[src/rtl/gpio_irq_ctrl.sv]
module gpio_irq_ctrl #(
  parameter int DW = 16,
  parameter int AW = 8
) (
  input  logic            clk,
  input  logic            rst_n,
  input  logic [2*DW-1:0] pins_i,
  input  logic [AW-1:0]   addr_i,
  input  logic            wr_en_i,
  input  logic [DW-1:0]   wdata_i,
  output logic [DW-1:0]   rdata_o,
  output logic            irq_o,
  output logic            pend_valid_o,
  output logic [$clog2(2*DW)-1:0] pend_pin_o
);
  localparam int NPIN = 2 * DW;
  localparam int PW   = $clog2(NPIN);

  localparam logic [AW-1:0] A_STS = AW'(8'h08);
  localparam logic [AW-1:0] A_EN  = AW'(8'h0C);
  localparam logic [AW-1:0] A_TYP = AW'(8'h10);
  localparam logic [AW-1:0] A_LVL = AW'(8'h14);
  localparam logic [AW-1:0] A_HLD = AW'(8'h18);
  localparam logic [AW-1:0] A_FAL = AW'(8'h20);
  localparam logic [AW-1:0] A_RIS = AW'(8'h24);
  localparam logic [AW-1:0] HI    = AW'(2);

  logic [NPIN-1:0] en_q, typ_q, lvl_q, hld_q, fal_q, ris_q, sts_q;
  logic [NPIN-1:0] s1_q, s2_q, sp_q;
  logic [NPIN-1:0] clr_mask, hit, hold_eff, pending;

  always_ff @(posedge clk) begin
    if (!rst_n) begin
      en_q <= '0; typ_q <= '0; lvl_q <= '0; hld_q <= '0; fal_q <= '0; ris_q <= '0;
    end else if (wr_en_i) begin
      case (addr_i)
        A_EN:       en_q[DW-1:0]     <= wdata_i;
        A_EN + HI:  en_q[NPIN-1:DW]  <= wdata_i;
        A_TYP:      typ_q[DW-1:0]    <= wdata_i;
        A_TYP + HI: typ_q[NPIN-1:DW] <= wdata_i;
        A_LVL:      lvl_q[DW-1:0]    <= wdata_i;
        A_LVL + HI: lvl_q[NPIN-1:DW] <= wdata_i;
        A_HLD:      hld_q[DW-1:0]    <= wdata_i;
        A_HLD + HI: hld_q[NPIN-1:DW] <= wdata_i;
        A_FAL:      fal_q[DW-1:0]    <= wdata_i;
        A_FAL + HI: fal_q[NPIN-1:DW] <= wdata_i;
        A_RIS:      ris_q[DW-1:0]    <= wdata_i;
        A_RIS + HI: ris_q[NPIN-1:DW] <= wdata_i;
        default: ;
      endcase
    end
  end

  always_ff @(posedge clk) begin
    if (!rst_n) begin
      s1_q <= '0; s2_q <= '0; sp_q <= '0;
    end else begin
      s1_q <= pins_i; s2_q <= s1_q; sp_q <= s2_q;
    end
  end

  always_comb begin
    clr_mask = '0;
    if (wr_en_i && addr_i == A_STS)      clr_mask[DW-1:0]    = wdata_i;
    if (wr_en_i && addr_i == A_STS + HI) clr_mask[NPIN-1:DW] = wdata_i;
  end

  wire [NPIN-1:0] edge_hit = (s2_q & ~sp_q & ris_q) | (~s2_q & sp_q & fal_q);
  wire [NPIN-1:0] lvl_hit  = ~(s2_q ^ lvl_q);
  assign hit      = (typ_q & edge_hit) | (~typ_q & lvl_hit);
  assign hold_eff = typ_q & hld_q;

  always_ff @(posedge clk) begin
    if (!rst_n) sts_q <= '0;
    else        sts_q <= (hold_eff & sts_q & ~clr_mask) | hit;
  end

  assign pending = sts_q & en_q;
  assign irq_o   = |pending;

  always_comb begin
    pend_valid_o = 1'b0;
    pend_pin_o   = '0;
    for (int i = NPIN - 1; i >= 0; i--) begin
      if (pending[i]) begin
        pend_valid_o = 1'b1;
        pend_pin_o   = PW'(i);
      end
    end
  end

  always_comb begin
    case (addr_i)
      A_STS:      rdata_o = sts_q[DW-1:0];
      A_STS + HI: rdata_o = sts_q[NPIN-1:DW];
      A_EN:       rdata_o = en_q[DW-1:0];
      A_EN + HI:  rdata_o = en_q[NPIN-1:DW];
      A_TYP:      rdata_o = typ_q[DW-1:0];
      A_TYP + HI: rdata_o = typ_q[NPIN-1:DW];
      A_LVL:      rdata_o = lvl_q[DW-1:0];
      A_LVL + HI: rdata_o = lvl_q[NPIN-1:DW];
      A_HLD:      rdata_o = hld_q[DW-1:0];
      A_HLD + HI: rdata_o = hld_q[NPIN-1:DW];
      A_FAL:      rdata_o = fal_q[DW-1:0];
      A_FAL + HI: rdata_o = fal_q[NPIN-1:DW];
      A_RIS:      rdata_o = ris_q[DW-1:0];
      A_RIS + HI: rdata_o = ris_q[NPIN-1:DW];
      default:    rdata_o = '0;
    endcase
  end
endmodule

[config.mk]
export PLATFORM = sky130hd
export DESIGN_NAME = gpio_irq_ctrl
export DESIGN_NICKNAME = d
export VERILOG_FILES = /design/src/rtl/gpio_irq_ctrl.sv
export SDC_FILE = /design/constraint.sdc
export NUM_CORES = 1
export LEC_CHECK = 0
export BUFFER_PORTS_ARGS = -buffer_cell sky130_fd_sc_hd__buf_4
export CORE_MARGIN = 2
export CORE_UTILIZATION = 30
export DETAILED_ROUTE_END_ITERATION = 8
export HOLD_SLACK_MARGIN = 0.03
export RECOVER_POWER = 25
export SYNTH_ARGS = -nofsm -noshare
export SYNTH_HDL_FRONTEND = slang
export SYNTH_SLANG_ARGS = --single-unit
export TNS_END_PERCENT = 30
[constraint.sdc]
create_clock -name clk -period 2.6 [get_ports clk]
set_input_delay 0.39 -clock clk [delete_from_list [all_inputs] [get_ports clk]]
set_output_delay 0.39 -clock clk [all_outputs]
set_load 0.02 [all_outputs]
### Word-level counts from Yosys, hierarchy flattened

Index checks and enable logic that the tools add are counted.

* flip-flop bits (word level): 320
* bits in latches: 0
* bits in writable memories: 0
* ROM bits: 0
* bits of input ports: 59
* memories kept: 0

* $add $sub $neg: 0
* $mul: 0
* div/mod/pow operators: 0
* magnitude comparators: 0
* eq/ne operators: 14
* shifts and indexed selects: 0
* mux-type cells: 67
* bitwise gates (word level): 19
* reductions and logical operators: 15

Operator list (count)
* bitwise AND 32 bit: 10
* one-hot mux 16 bit (14 select lines): 1
* 2-to-1 mux 5 bit: 32
* NOT 32 bit: 5
* bitwise OR 32 bit: 3
* equality test 8 x 5 -> 1 bit, second input constant: 6
* equality test 8 x 4 -> 1 bit, second input constant: 4
* equality test 8 x 6 -> 1 bit, second input constant: 4
* 2-to-1 mux 1 bit: 32
* 2-to-1 mux 16 bit: 2
* OR reduction 32 bit: 1
* XOR 32 bit: 1
* AND reduction 2 bit: 12
* logical AND 1 bit: 2

### Longest topological paths before layout

* word-level depth: 33
* gate-level depth with buffers: 9

### Worst setup path before layout

Ideal clock, no wire load.

* path kind: input to output
* start: input port addr_i[4]
* end: output port rdata_o[9]
* data arrival time: 2072 ps
* required time: 2210 ps
* setup slack: 138 ps
* stages: 7
* buffers on the path: 2
* cells stage by stage: or4b_1 buf_4 nor3_4 buf_4 a222oi_1 mux2_2 o211ai_2

* longest elaborated chain between the ends: 2
* elaborated cells on any way between the ends: 15

Ends and longest elaborated chain
* from (decl): line 8 `input logic [AW-1:0] addr_i,`
* equality test 8 x 6 -> 1 bit, or another cell as far along: line 93 `case (addr_i)`
* one-hot mux 16 bit (14 select lines) *: line 93
* to (decl): line 11 `output logic [DW-1:0] rdata_o,`

Every way passes the cells marked *; elsewhere a longest branch is shown, timed or not.

### Final worst setup path

* start: input port addr_i[4]
* end: output port rdata_o[5]

Same word-level chain as after synthesis.

==> out/results.ini <==
[placed_design]
dpl_cell_area_um2=16600
dp_hpwl_um=39400
dp_slack_ns=-0.175
gp_congestion=0.972
port_buffers=81

[pwr]
p_total_w=0.0110
p_leak_nw=7.01
vdd_drop_max_mv=0.293
p_per_area_nw_per_um2=596

[clocking]
numCtsBuffers=37
cts_tree=done
clock_sinks=320
cts_root_buf=clkbuf_16
clk_pin_slew_ns=0.06
clkLatencyLatePin_ns=0.55
h-tree-depth=2
cts_buffer_depth=3

[final_layout]
layout_commonest_cell=nand2_1
most-common-layout-cells=333 x nand2_1, 313 x dfxtp_1, 208 x buf_4, 111 x a21boi_0, 106 x mux2i_1
drive_above_1_share_pct=20.1
fill_cells=4806
final_nets=1881
utilization_pct=38.7
antenna_cells=0
syn_to_final_growth_pct=28.1
final_cell_area_um2=18400

[flow_run]
cap_viol_max_count=1

[sta]
clock.fmax_ghz=0.378
slew_violations=86
rsz0062_at_grt=yes
hold_viol=0
final.setup.worst_slack_ns=-0.0479
finClkSkew_ns=0.0103
worst_pin_slew_ns=1.63
slew_headroom_pct=-8.42
setup_viol=4
min_period_over_period_pct=102
period_minus_slack_ns=2.65

[yosys]
avgSynthCellArea_um2=8.80
synthTopCellsByArea=dfxtp_1 45%, nand2_1 8.7%, mux2i_1 7.4%
synth_seq_cells=320
yosysWarnings=0
syn-instance-count=1630
synth_top_area_cell=dfxtp_1
synth_edf_count=0
synth.top_cell.area_share_pct=44.7
async_flop_share_pct=0
yosysSeqAreaShare_pct=44.7
syn-cell-area_um2=14300
ys.flop_type=dfxtp_1
synth_cell_types=64
syn_nets=1689

[worst_setup_path]
cp_data_arrival_time_ns=2.26
start_kind=input pin
critical_path_class=in -> out
cp_max_fo=7
cpMostUsedCell=buf_6
critical_path_buf_inv_count=4
required_ns=2.21
cp_slowest_stage_delay_ns=0.63
end_kind=output pin
worstPathCellList=buf_6 -> buf_6 -> or4_4 -> buf_6 -> nor2_4 -> a222oi_1 -> o221ai_1 -> a2111o_1 -> buf_6
path_delay_family=simple AND/OR/NAND/NOR gates
slowest_stage=or4_4

[routing]
firstDrtPassIters=8
wl_met1_um=23700
antenna_left=0
drt_iter0_drc=1564
via_count=13100
vias_per_cell=5.30
met3_length_um=3820
wirelength_um=53300
drt-wirelength-per-cell_um=21.7
dr.max_layer_used=met4
dr_wl_met2_um=23600
drcViolationCount=0

[global_routing]
grt.total_usage_pct=21.3
antenna_found_initial=0
grt_max_degree=87
grt_pass1_vias=12500
grt-ovfl-total=0
grt_pass1_wl_um=80000

[worst_hold_path]
hold_path_class=in -> reg

[status]
status=finished with violations
violations=capacitance limit, slew limit, setup timing

[floorplanning]
row_count=80
coreArea_um2=47400
initial_core_util_pct=30.2
dieArea_um2=49600
dieHeight_um=223
ios=82
dieWidth_um=223

[area by class of cell]
cell class,count,area (µm²),area share (%)
Inverter,1,3.75,0.0204
Sequential cell,320,6420,34.9
Tap cell,615,769,4.19
Multi-Input combinational cell,1196,7750,42.2
Clock inverter,11,143,0.776
Timing Repair Buffer,266,2240,12.2
Clock buffer,53,1060,5.75
[path summary, 6_finish.rpt]
kind / to / startpoint / slack [ns] / depth (start not counted)
setup / recovery: rdata_o[5] / addr_i[4] / -0.05 / 9
hold / removal: s1_q[3]$_SDFF_PN0_ / pins_i[3] / 0.05 / 2
setup reg to reg: sts_q[22]$_SDFF_PN0_ / s2_q[22]$_SDFF_PN0_ / 1.49 / 3
hold reg to reg: s2_q[30]$_SDFF_PN0_ / s1_q[30]$_SDFF_PN0_ / 0.43 / 1
[synthesized netlist by cell type (4+ instances only)]
library cell  number
a32o_1             6
mux2i_1          106
nor2b_1           86
or4_1              5
a22oi_1           32
a221oi_1           4
a32oi_1            8
a222oi_1          18
a22o_1            13
mux2_2            10
a31oi_1           40
clkbuf_1          76
nand3b_1          37
nor4_1             4
a21oi_1           48
o22ai_1            9
clkbuf_2           5
o211ai_1           6
buf_2             28
nand2_1          334
dfxtp_1          320
and2_1           101
a21boi_0         111
o21ai_0           69
xnor2_1           32
nor2_1            19
nor3_1            23
and4_1             4
nand3_1           20
or3_1              4
[power by group]
group          switching, W  total, W  leakage (nW)  internal, W
logic              0.000344  0.000638          3.82     0.000294
registers          0.000104   0.00511          2.61      0.00500
clock network       0.00208   0.00521         0.584      0.00312
[per-stage QoR]
stage / cells / hold WS, ns / TNS (ns)
after floorplan: 1630 / 0.412 / 0
after global placement: 2374 / 0.419 / -1.33
after detailed placement: 2374 / 0.418 / -2.61
after CTS: 2459 / 0.0312 / -0.471
after global routing: 2462 / 0.0449 / -0.585
final: 2462 / 0.0533 / -0.105
[per-layer routing]
layer	global-route usage, %	vias to the layer above
li1	-	6108
met1	29.4	6276
met2	33.2	557
met3	2.80	115
met4	9.14	0
met5	0	-
[logic make-up (layout without fill, tap and decap cells)]
| group | count (synthesis) | in the layout | share of synthesized area (%) |
|---|---|---|---|
| simple gates | 666 | 666 | 23.5 |
| buf+inv | 114 | 331 | 3.35 |
| compound gates | 382 | 382 | 18.4 |
| mux | 116 | 116 | 8.18 |
| flops | 320 | 320 | 44.7 |
| xor+xnor | 32 | 32 | 1.95 |
[what timing repair did]
item                                    4_1_cts  5_1_grt
hold endpoints to repair                     20        0
buffers inserted                              1        4
cloned                                        0        0
hold buffers                                 20        0
pin swaps                                    11       21
endpoints found under the setup margin       20       22
resized for setup                            41       46
[sequential cells by signal, summed over array words and instances (netlist names)]
name,flops
fal_q,32
s2_q,32
sp_q,32
sts_q,32
lvl_q,32
en_q,32
ris_q,32
s1_q,32
hld_q,32
typ_q,32
(Power assumes the default switching activity.)
